**config.mk**
```make
export PLATFORM = sky130hd
export DESIGN_NAME = dbg_regunit
export DESIGN_NICKNAME = d
export VERILOG_FILES = /design/src/rtl/dbgm_pkg.sv /design/src/rtl/dbgm_regfile.sv /design/src/rtl/dbgm_cmd_fsm.sv /design/src/rtl/dbg_regunit.sv
export SDC_FILE = /design/constraint.sdc
export NUM_CORES = 1
export LEC_CHECK = 0
export ABC_AREA = 1
export BUFFER_PORTS_ARGS = -buffer_cell sky130_fd_sc_hd__buf_2
export CAP_MARGIN = 20
export CORE_MARGIN = 2
export CORE_UTILIZATION = 45
export DETAILED_ROUTE_END_ITERATION = 8
export HOLD_SLACK_MARGIN = 0.06
export PLACE_DENSITY = 0.72
export SETUP_SLACK_MARGIN = 0.15
export SLEW_MARGIN = 10
export SYNTH_ARGS = -nofsm -noshare
export SYNTH_HDL_FRONTEND = slang
export SYNTH_SLANG_ARGS = --single-unit
```
**constraint.sdc**
```tcl
create_clock -name clk -period 2.4 [get_ports clk]
set_input_delay 0.6 -clock clk [delete_from_list [all_inputs] [get_ports clk]]
set_output_delay 0.6 -clock clk [all_outputs]
set_load 0.02 [all_outputs]
```
**src/rtl/dbgm_pkg.sv**
```systemverilog
package dbgm_pkg;
  localparam logic [6:0] A_DATA0 = 7'h04;
  localparam logic [6:0] A_CTRL  = 7'h10;
  localparam logic [6:0] A_STAT  = 7'h11;
  localparam logic [6:0] A_ACS   = 7'h16;
  localparam logic [6:0] A_CMD   = 7'h17;
  localparam logic [6:0] A_PB0   = 7'h20;

  localparam logic [1:0] OP_NOP = 2'd0;
  localparam logic [1:0] OP_RD  = 2'd1;
  localparam logic [1:0] OP_WR  = 2'd2;

  localparam logic [2:0] ERR_NONE = 3'd0;
  localparam logic [2:0] ERR_BUSY = 3'd1;
  localparam logic [2:0] ERR_EXC  = 3'd3;
  localparam logic [2:0] ERR_HALT = 3'd4;

  typedef enum logic [1:0] {CS_IDLE, CS_LAUNCH, CS_WAIT, CS_FAULT} cmd_st_e;
endpackage

```
**src/rtl/dbgm_regfile.sv**
```systemverilog
module dbgm_regfile import dbgm_pkg::*; #(
  parameter int NDATA = 4,
  parameter int NPROG = 4,
  localparam int IDX_W = (NDATA > 1) ? $clog2(NDATA) : 1
) (
  input  logic             clk,
  input  logic             rst_n,
  input  logic             clr,
  input  logic             dmi_we,
  input  logic [6:0]       dmi_addr,
  input  logic [31:0]      dmi_wdata,
  input  logic             xw_en,
  input  logic [IDX_W-1:0] xw_idx,
  input  logic [31:0]      xw_data,
  input  logic [6:0]       ra_addr,
  output logic [31:0]      ra_data,
  input  logic [6:0]       rb_addr,
  output logic [31:0]      rb_data
);
  logic [31:0] data_q [NDATA];
  logic [31:0] pb_q   [NPROG];

  for (genvar i = 0; i < NDATA; i++) begin : g_data
    always_ff @(posedge clk or negedge rst_n) begin
      if (!rst_n)                                  data_q[i] <= '0;
      else if (clr)                                data_q[i] <= '0;
      else if (xw_en && xw_idx == IDX_W'(i))       data_q[i] <= xw_data;
      else if (dmi_we && dmi_addr == 7'(A_DATA0 + i)) data_q[i] <= dmi_wdata;
    end
  end

  for (genvar j = 0; j < NPROG; j++) begin : g_pb
    always_ff @(posedge clk or negedge rst_n) begin
      if (!rst_n)                                  pb_q[j] <= '0;
      else if (clr)                                pb_q[j] <= '0;
      else if (dmi_we && dmi_addr == 7'(A_PB0 + j)) pb_q[j] <= dmi_wdata;
    end
  end

  always_comb begin
    ra_data = '0;
    rb_data = '0;
    for (int k = 0; k < NDATA; k++) begin
      if (ra_addr == 7'(A_DATA0 + k)) ra_data = data_q[k];
      if (rb_addr == 7'(A_DATA0 + k)) rb_data = data_q[k];
    end
    for (int k = 0; k < NPROG; k++) begin
      if (ra_addr == 7'(A_PB0 + k)) ra_data = pb_q[k];
      if (rb_addr == 7'(A_PB0 + k)) rb_data = pb_q[k];
    end
  end
endmodule

```
**src/rtl/dbgm_cmd_fsm.sv**
```systemverilog
module dbgm_cmd_fsm import dbgm_pkg::*; (
  input  logic clk,
  input  logic rst_n,
  input  logic clr,
  input  logic launch,
  input  logic want_access,
  input  logic want_prog,
  input  logic exec_done,
  input  logic exec_fault,
  output logic busy,
  output logic exec_start,
  output logic exec_phase,
  output logic fault_evt
);
  cmd_st_e st_q;
  logic    phase_q, prog_q;

  always_ff @(posedge clk or negedge rst_n) begin
    if (!rst_n) begin
      st_q <= CS_IDLE; phase_q <= 1'b0; prog_q <= 1'b0;
    end else if (clr) begin
      st_q <= CS_IDLE; phase_q <= 1'b0; prog_q <= 1'b0;
    end else begin
      case (st_q)
        CS_IDLE: if (launch) begin
          st_q    <= CS_LAUNCH;
          phase_q <= !want_access;
          prog_q  <= want_access && want_prog;
        end
        CS_LAUNCH: st_q <= CS_WAIT;
        CS_WAIT: begin
          if (exec_fault) st_q <= CS_FAULT;
          else if (exec_done) begin
            if (prog_q) begin
              prog_q <= 1'b0; phase_q <= 1'b1; st_q <= CS_LAUNCH;
            end else st_q <= CS_IDLE;
          end
        end
        default: st_q <= CS_IDLE;
      endcase
    end
  end

  assign busy       = (st_q != CS_IDLE);
  assign exec_start = (st_q == CS_LAUNCH);
  assign exec_phase = phase_q;
  assign fault_evt  = (st_q == CS_WAIT) && exec_fault && !clr;

  AST_START_ONE_CYCLE: assert property (@(posedge clk) disable iff (!rst_n)
    exec_start |=> !exec_start);
  AST_LAUNCH_ONLY_IDLE: assert property (@(posedge clk) disable iff (!rst_n)
    launch |-> st_q == CS_IDLE);
endmodule

```
**src/rtl/dbg_regunit.sv**
```systemverilog
module dbg_regunit import dbgm_pkg::*; #(
  parameter int NHARTS = 4,
  parameter int ID_W   = 8,
  parameter logic [NHARTS*ID_W-1:0] HART_ID_MAP = {8'd12, 8'd7, 8'd3, 8'd0},
  parameter int NDATA     = 4,
  parameter int NPROG     = 4,
  parameter int IMPEBREAK = 1,
  parameter int VERSION   = 3,
  localparam int HSEL_W = (NHARTS > 1) ? $clog2(NHARTS) : 1,
  localparam int IDX_W  = (NDATA > 1) ? $clog2(NDATA) : 1
) (
  input  logic              clk,
  input  logic              rst_n,
  input  logic              req_valid,
  output logic              req_ready,
  input  logic [1:0]        req_op,
  input  logic [6:0]        req_addr,
  input  logic [31:0]       req_wdata,
  output logic              rsp_valid,
  output logic [31:0]       rsp_rdata,
  input  logic [NHARTS-1:0] hart_halted,
  output logic              dm_active,
  output logic              ndm_reset,
  output logic              exec_start,
  output logic              exec_phase,
  output logic [ID_W-1:0]   exec_hart_id,
  output logic [31:0]       exec_cmd,
  input  logic              exec_done,
  input  logic              exec_fault,
  input  logic              exec_wr_en,
  input  logic [IDX_W-1:0]  exec_wr_idx,
  input  logic [31:0]       exec_wr_data,
  input  logic [6:0]        exec_rd_addr,
  output logic [31:0]       exec_rd_data
);
  function automatic logic [ID_W-1:0] map_id(input logic [HSEL_W-1:0] s);
    return HART_ID_MAP[int'(s)*ID_W +: ID_W];
  endfunction

  function automatic logic sel_is_halted(input logic [HSEL_W-1:0] s,
                                         input logic [NHARTS-1:0] h);
    logic r = 1'b0;
    for (int k = 0; k < NHARTS; k++) if (int'(s) == k) r = h[k];
    return r;
  endfunction

  function automatic logic [31:0] acs_word(input logic [2:0] e, input logic b,
                                           input logic [NDATA-1:0] am);
    return 32'(NDATA) | (32'(e) << 8) | (32'(b) << 12) | (32'(IMPEBREAK) << 13)
         | (32'(am) << 16) | (32'(NPROG) << 24);
  endfunction

  function automatic logic [31:0] stat_word(input logic hl);
    return (32'(VERSION) & 32'hF) | 32'h80 | (32'(hl) << 9);
  endfunction

  logic              active_q, ndm_q;
  logic [HSEL_W-1:0] hsel_q;
  logic [2:0]        err_q;
  logic [NDATA-1:0]  auto_q;
  logic [31:0]       cmd_q;
  logic              busy, fault_evt;

  // named request events
  logic acc, wr, ctrl_wr, clr, cmd_wr, acs_wr, pb_wr, in_data, auto_hit;
  logic busy_viol, want_launch, launch, halt_fail, sel_halted;
  logic [31:0] cmd_eff, rf_rdata;

  assign req_ready = 1'b1;
  assign acc     = req_valid && (req_op != OP_NOP);
  assign wr      = req_valid && (req_op == OP_WR);
  assign ctrl_wr = wr && (req_addr == A_CTRL);
  assign clr     = !active_q || (ctrl_wr && !req_wdata[0]);
  assign cmd_wr  = wr && active_q && (req_addr == A_CMD);
  assign acs_wr  = wr && active_q && (req_addr == A_ACS);

  always_comb begin
    in_data  = 1'b0;
    auto_hit = 1'b0;
    pb_wr    = 1'b0;
    for (int k = 0; k < NDATA; k++)
      if (req_addr == 7'(A_DATA0 + k)) begin
        in_data  = 1'b1;
        auto_hit = auto_q[k] && acc && active_q;
      end
    for (int k = 0; k < NPROG; k++)
      if (req_addr == 7'(A_PB0 + k)) pb_wr = wr && active_q;
  end

  assign sel_halted  = sel_is_halted(hsel_q, hart_halted);
  assign cmd_eff     = cmd_wr ? req_wdata : cmd_q;
  assign busy_viol   = busy && (cmd_wr || pb_wr || auto_hit);
  assign want_launch = !busy && (cmd_wr || auto_hit) && (err_q == ERR_NONE)
                       && (cmd_eff[1:0] != 2'b00);
  assign launch      = want_launch && sel_halted && !clr;
  assign halt_fail   = want_launch && !sel_halted;

  always_ff @(posedge clk or negedge rst_n) begin
    if (!rst_n) begin
      active_q <= 1'b0; ndm_q <= 1'b0; hsel_q <= '0;
    end else if (ctrl_wr) begin
      active_q <= req_wdata[0];
      ndm_q    <= active_q && req_wdata[0] && req_wdata[1];
      hsel_q   <= (active_q && req_wdata[0]) ? req_wdata[16 +: HSEL_W] : '0;
    end
  end

  always_ff @(posedge clk or negedge rst_n) begin
    if (!rst_n) begin
      err_q <= ERR_NONE; auto_q <= '0; cmd_q <= '0;
    end else if (clr) begin
      err_q <= ERR_NONE; auto_q <= '0; cmd_q <= '0;
    end else begin
      if (cmd_wr && !busy) cmd_q <= req_wdata;
      if (acs_wr) auto_q <= req_wdata[16 +: NDATA];
      if (busy_viol) begin
        if (err_q == ERR_NONE) err_q <= ERR_BUSY;
      end else if (halt_fail) err_q <= ERR_HALT;
      else if (fault_evt) begin
        if (err_q == ERR_NONE) err_q <= ERR_EXC;
      end else if (acs_wr) err_q <= err_q & ~req_wdata[10:8];
    end
  end

  dbgm_regfile #(.NDATA(NDATA), .NPROG(NPROG)) u_rf (
    .clk, .rst_n, .clr,
    .dmi_we(wr && !busy && !clr), .dmi_addr(req_addr), .dmi_wdata(req_wdata),
    .xw_en(exec_wr_en && !clr), .xw_idx(exec_wr_idx), .xw_data(exec_wr_data),
    .ra_addr(req_addr), .ra_data(rf_rdata),
    .rb_addr(exec_rd_addr), .rb_data(exec_rd_data)
  );

  dbgm_cmd_fsm u_fsm (
    .clk, .rst_n, .clr, .launch,
    .want_access(cmd_eff[0]), .want_prog(cmd_eff[1]),
    .exec_done, .exec_fault, .busy, .exec_start, .exec_phase, .fault_evt
  );

  always_ff @(posedge clk or negedge rst_n) begin
    if (!rst_n) begin
      rsp_valid <= 1'b0; rsp_rdata <= '0;
    end else begin
      rsp_valid <= acc;
      if (acc && req_op == OP_RD) begin
        if (!active_q) rsp_rdata <= '0;
        else case (req_addr)
          A_CTRL:  rsp_rdata <= {{(16-HSEL_W){1'b0}}, hsel_q, 14'd0, ndm_q, active_q};
          A_STAT:  rsp_rdata <= stat_word(sel_halted);
          A_ACS:   rsp_rdata <= acs_word(err_q, busy, auto_q);
          A_CMD:   rsp_rdata <= cmd_q;
          default: rsp_rdata <= rf_rdata;
        endcase
      end
    end
  end

  assign dm_active    = active_q;
  assign ndm_reset    = ndm_q;
  assign exec_hart_id = map_id(hsel_q);
  assign exec_cmd     = cmd_q;

  AST_INACTIVE_IDLE: assert property (@(posedge clk) disable iff (!rst_n)
    !active_q |-> !busy);
  AST_VIOL_FLAGS: assert property (@(posedge clk) disable iff (!rst_n)
    busy_viol |=> err_q != ERR_NONE);
  AST_START_CLEAN: assert property (@(posedge clk) disable iff (!rst_n)
    $rose(busy) |-> ($past(err_q) == ERR_NONE) && $past(sel_halted));
  AST_FAULT_CODE: assert property (@(posedge clk) disable iff (!rst_n)
    (fault_evt && err_q == ERR_NONE && !busy_viol) |=> err_q == ERR_EXC);
  AST_NO_WRITE_IDLE_CLR: assert property (@(posedge clk) disable iff (!rst_n)
    (busy && cmd_wr) |=> $stable(cmd_q));
endmodule

```
Yosys cells after proc, flatten, opt, wreduce, memory -nomap -nowiden:

Cells that the tools add are included.

* flip-flop bits (word level): 336
* output and inout port bits: 110
* input port bits: 92
* logic and storage cells: 218

* bitwise logic cells: 4
* shift operators: 1
* reduce and logical (&&, ||, !) cells: 77
* eq/ne operators: 37
* multiplexer cells: 80

Operators with widths (count)
* 32-bit two-way mux: 39
* 32-bit one-hot mux with 4 select lines: 1
* 7-bit by 3-bit equality test with 1-bit output (second input constant): 8
* 7-bit by 6-bit equality test with 1-bit output (second input constant): 8
* 1-bit logical AND: 44
* 32-bit by 6-bit variable part select with 8-bit output (first input constant): 1
* 7-bit by 5-bit equality test with 1-bit output (second input constant): 4
* 1-bit two-way mux: 22
* 3-bit two-way mux: 7
* 14-bit by 20-bit OR with 20-bit output: 1
* 2-bit nonzero test: 9
* 3-bit nonzero test: 5
* 11-bit by 13-bit OR with 13-bit output: 1
* 2-bit equality test (second input constant): 6
* 2-bit two-way mux: 6
* 3-bit by 2-bit != test with 1-bit output (second input constant): 3
* 2-bit by 1-bit equality test with 1-bit output (second input constant): 4
* 4-bit two-way mux: 2
* 1-bit zero test: 6
* 2-bit zero test: 3
* 3-bit by 1-bit != test with 1-bit output (second input constant): 2
* 2-bit one-hot mux with 3 select lines: 1
* 5-bit AND reduction: 1
* 5-bit nonzero test: 1
* 10 further kinds: 14

Longest topological paths before layout:

* depth in word-level cells: 17
* gate-level depth with buffers: 15
* gate-level depth less buffers: 14

Hierarchy:

A second synthesis with hierarchy kept.

* cells, all modules: 2719
* area, all modules: 19845.3 µm²

By module, submodules not included
* dbgm_regfile: area an instance 15542.4 µm², cells each 2181, seq. area each 6406.1 µm², times used 1
* dbg_regunit: area an instance 4007.6 µm², cells each 496, seq. area each 1901.8 µm², times used 1
* dbgm_cmd_fsm: area an instance 295.3 µm², cells each 42, seq. area each 100.1 µm², times used 1

Worst setup path after synthesis:

Ideal clock, no wire load.

* path kind: input-to-output
* start: input exec_rd_addr[6]
* end: output exec_rd_data[21]
* arrival: 1913 ps
* setup slack: -113 ps
* stages on the path: 8
* required time: 1800 ps
* buffers on the path: 1
* path through: nor3_2 > nand2_1 > clkbuf_1 > o22ai_1 > a21oi_1 > o21ai_0 > a21oi_1 > nand4_1

* cells in the longest elaborated chain, start to end: 9
* elaborated cells on any way between the ends: 16
* those cells by class: 8 x eq/ne; 8 x mux

RTL lines
* from (decl): RTL line dbg_regunit.sv:33 `input logic [6:0] exec_rd_addr,`
* 7-bit by 3-bit equality test with 1-bit output: RTL line dbgm_regfile.sv:45 `if (rb_addr == 7'(A_DATA0 + k)) rb_data = data_q[k];`
* 32-bit two-way mux (4 in a row): RTL line dbgm_regfile.sv:45
* 32-bit two-way mux (3 in a row): RTL line dbgm_regfile.sv:49 `if (rb_addr == 7'(A_PB0 + k)) rb_data = pb_q[k];`
* 32-bit two-way mux (*): RTL line dbgm_regfile.sv:49
* to (decl): RTL line dbg_regunit.sv:34 `output logic [31:0] exec_rd_data`

Every way passes the cells marked *; elsewhere a longest branch is shown, timed or not.

Worst setup path in the final report:

* start: input exec_rd_addr[3]
* end: output exec_rd_data[13]

Same word-level chain as after synthesis.

==> summary.txt <==
Logic synthesis
  – Avg Synthesized Cell Area: approximately 7.4 um^2
  – Synth unique cells: 48
  – Post-synth EDFFs: 0
  – Yosys reg bits: approximately 340
  – Post-synth ARST share: 1.00
  – Synth warnings: 0
  – Sequential area share after synthesis: 0.447
  – Synthesized cell area: between 0.015 and 0.02 mm^2
  – Mapped Cells: ~2,600
  – Primary FF master, synth: dfrtp_1

Placed design
  – Port buffer count: a little under 200
  – GP Congestion: 0.942
  – Inst Count DP: 3,320
  – DP HPWL: 51.0 mm

STA
  – Final Worst Setup Slack: -0.374 ns
  – Clk_skew: about 0.019 ns
  – RSZ-0062 raised after global routing: true
  – Post-route minimum period: around 2.8 ns
  – Worst hold slack: 0.292 ns
  – # setup viols final: 32
  – Final Max Tran Viols: 0
  – Achievable Freq: roughly 0.36 GHz
  – Hold Fails Final Rpt: 0
  – Final period util: 1.16

Critical path
  – CP cell instances: buf_8 -> inv_4 -> nand2_4 -> nor2_4 -> nand2_2 -> nor2_4 -> buf_12 -> buf_12 -> buf_6 -> a21oi_2 -> o21ai_1 -> a21oi_2 -> nand4_1 -> buf_4
  – Slowest-stage cell, CP: buf_4
  – CP Class: input pin to output port
  – Crit path max fanout: 6
  – Reg2reg end: u_rf.data_q[30]
  – WP data arrival: 2.17 ns
  – CP max stage delay: around 0.22 ns
  – Setup crit end kind: output port
  – Flop-to-flop setup slack: approximately 0.33 ns
  – Required @ worst endpoint: roughly 1.8 ns
  – Crit path launch type: input pin
  – Cells on worst reg2reg path: 7
  – Reg-to-Reg Start: u_fsm.st_q[0]

Clock network
  – CTS buffer count: 39
  – # clock sinks: about 340
  – Longest Clk Path Bufs: 3
  – Htree depth: 2
  – CTS tree: yes
  – Clk pin slew, worst setup/hold paths: ~0.06 ns
  – Root Buffer Master: clkbuf_16
  – Clk_lat worst skew: ~0.56 ns

Min path
  – Worst hold path class: input pin to flip-flop
  – Hold depth: 2
  – Hold path startpoint: exec_fault
  – Worst hold path endpoint: u_fsm.st_q[1]

Cells and area
  – Area growth, synth to finish: 30.2%
  – Layout cells sized above 1: 0.221
  – # nets final: between 2,000 and 3,000
  – Post-Layout Cell Count: roughly 3,400

Detailed routing
  – Vias per cell: 5.74
  – Iter 0 DRT Violations: roughly 2,500
  – Vias: between 15,000 and 20,000
  – Final wirelength: a little over 70 mm
  – 1st-pass router iterations: 8
  – DR DRC count: 0
  – Routed Antenna Nets: 0
  – Routed wire length per instance: 20.7 um

Run status
  – Outcome: complete, but fails checks
  – Failing checks: negative setup slack

Floorplanning
  – Die area: ~0.043 mm^2
  – Die Y-Extent: around 210 um
  – Ports: slightly above 200
  – Starting Density: 0.458
  – Die Wd: 209 um
  – Core ar.: 0.0411 mm^2
  – Placement Rows: 74

Power and ir drop
  – Peak VDD IR: between 400 and 500 uV
  – Total power: slightly below 20 mW
  – Switching Fraction: 0.345
  – P_int: 12.8 mW
  – Clk pwr share: 0.329
  – PwrDens: 797 mW/mm^2
  – Gate power share: 0.215
  – Reg power frac: 0.456
  – Psw: around 6.7 mW
  – Pleak: 11.8 nW

Global routing
  – First-pass GRT wire length: ~110 mm
  – Total GRT Usage: 0.313
  – Initial antenna violation count: 1
  – Vias in the first global route: around 18,000
  – Largest net degree at the start of global routing: between 70 and 80
  – Total grt overflow: 0

Job
  – Max-cap violations: 0
worst max path at each step:
stage / start / end / slack, ns / cells after the start
final: exec_rd_addr[3] / exec_rd_data[13] / -0.37 / 14
after global routing: exec_rd_addr[3] / exec_rd_data[30] / -0.42 / 14
after CTS: exec_rd_addr[6] / exec_rd_data[1] / -0.27 / 9
after detailed placement: exec_rd_addr[0] / exec_rd_data[11] / -0.47 / 10
after global placement: exec_rd_addr[0] / exec_rd_data[11] / -0.40 / 10
after floorplan: exec_rd_addr[6] / exec_rd_data[10] / 0.08 / 6
sequential cells by signal, indices dropped and copies added (netlist names):
register          cells
u_fsm.prog_q          1
rsp_valid             1
u_fsm.st_q            2
rsp_rdata            32
u_fsm.exec_phase      1
u_rf.data_q         128
hsel_q                2
ndm_reset             1
dm_active             1
exec_cmd             32
u_rf.pb_q           128
err_q                 3
auto_q                4
per-layer routing:
metal  GRT usage  up-vias  routed length (um)
li1            -     9026                   -
met1       0.468     9304               30700
met2       0.448     1120               29500
met3      0.0830      143                8480
met4      0.0764        0                1770
met5      0.0122        -                   0
area by class of cell:
class,instances,area (um^2)
sequential,336,8410
inverter,270,1040
antenna,1,2.50
tap,532,666
clock inverter,15,269
timing repair buffer,408,3730
fill,3686,16600
clock buffer,53,1120
multi-input combinational,1797,9270
synth_stat cells (all sizes together), types with 2 or more instances:
master,count,area share
nor3,7,0.0027
ha,4,0.0027
o221ai,6,0.0035
nand3,42,0.012
o21ai,394,0.11
o2111ai,4,0.0019
o22ai,39,0.013
a21oi,105,0.031
dfrtp,336,0.45
nand4,66,0.023
conb,2,0.00040
clkinv,3,0.00060
o211ai,107,0.043
nor2,117,0.027
inv,267,0.053
clkbuf,63,0.013
a221oi,21,0.0098
buf,95,0.032
nand2,871,0.18
a31oi,2,0.0015
power by group through the flow:
stage                     registers (mW)  clock network [mW]  logic, mW
after floorplan                     8.64                   0       2.28
after global placement              8.74                   0       3.87
after detailed placement            8.80                   0       4.01
after CTS                           8.78                6.49       4.08
after global routing                9.07                6.74       4.69
final                               8.91                6.44       4.20
placed cells by master, fill, tap and decap left out, types with 23 or more instances in the layout:
| cell type | count |
|---|---|
| inv_2 | 27 |
| nand2_1 | 840 |
| nand4_1 | 65 |
| nor2_1 | 100 |
| nand3_1 | 38 |
| buf_2 | 157 |
| clkbuf_16 | 42 |
| o211ai_1 | 107 |
| buf_6 | 31 |
| o21ai_0 | 142 |
| a21oi_2 | 23 |
| o22ai_1 | 23 |
| a21oi_1 | 77 |
| dfrtp_1 | 336 |
| inv_1 | 237 |
| o21ai_1 | 245 |
| buf_4 | 141 |
| buf_12 | 66 |
metrics by stage:
step | area, um^2 | util | setup TNS, ns | setup WS, ns
2_1_floorplan | 19000 | - | 0 | 0.0849
6_report | 24500 | 0.596 | -9.62 | -0.374
4_1_cts | 23800 | 0.579 | -7.27 | -0.274
5_1_grt | 24500 | 0.596 | -11.39 | -0.424
3_3_place_gp | 22000 | 0.534 | -10.23 | -0.403
3_5_place_dp | 22000 | 0.534 | -11.71 | -0.466
what timing repair did:
item                                    in CTS  in global routing
hold endpoints to repair                    27                  0
pin swaps                                   24                 49
hold buffers                                 1                  0
gates resized for setup                    109                108
gates cloned                                 0                  4
buffers inserted                             5                 13
endpoints found under the setup margin      32                 32
logic make-up (layout without fill, tap and decap cells):
logic type | after synthesis | after routing | synth area share
other | 2 | 6 | 0.000399
AO/OA/AOI/OAI | 681 | 681 | 0.210
flip-flops | 336 | 336 | 0.447
adder cells (fa/ha/maj) | 4 | 4 | 0.00266
buffers and inverters | 428 | 746 | 0.0985
AND/OR/NAND/NOR | 1107 | 1107 | 0.242
worst max-delay path, delay by kind of cell:
kind | cells | cell delay [ns]
buffers and inverters | 6 | 0.72
and+or+nand+nor | 5 | 0.46
AOI/OAI and AO/OA | 3 | 0.39
Note: power is estimated with default switching activity, not from simulation.
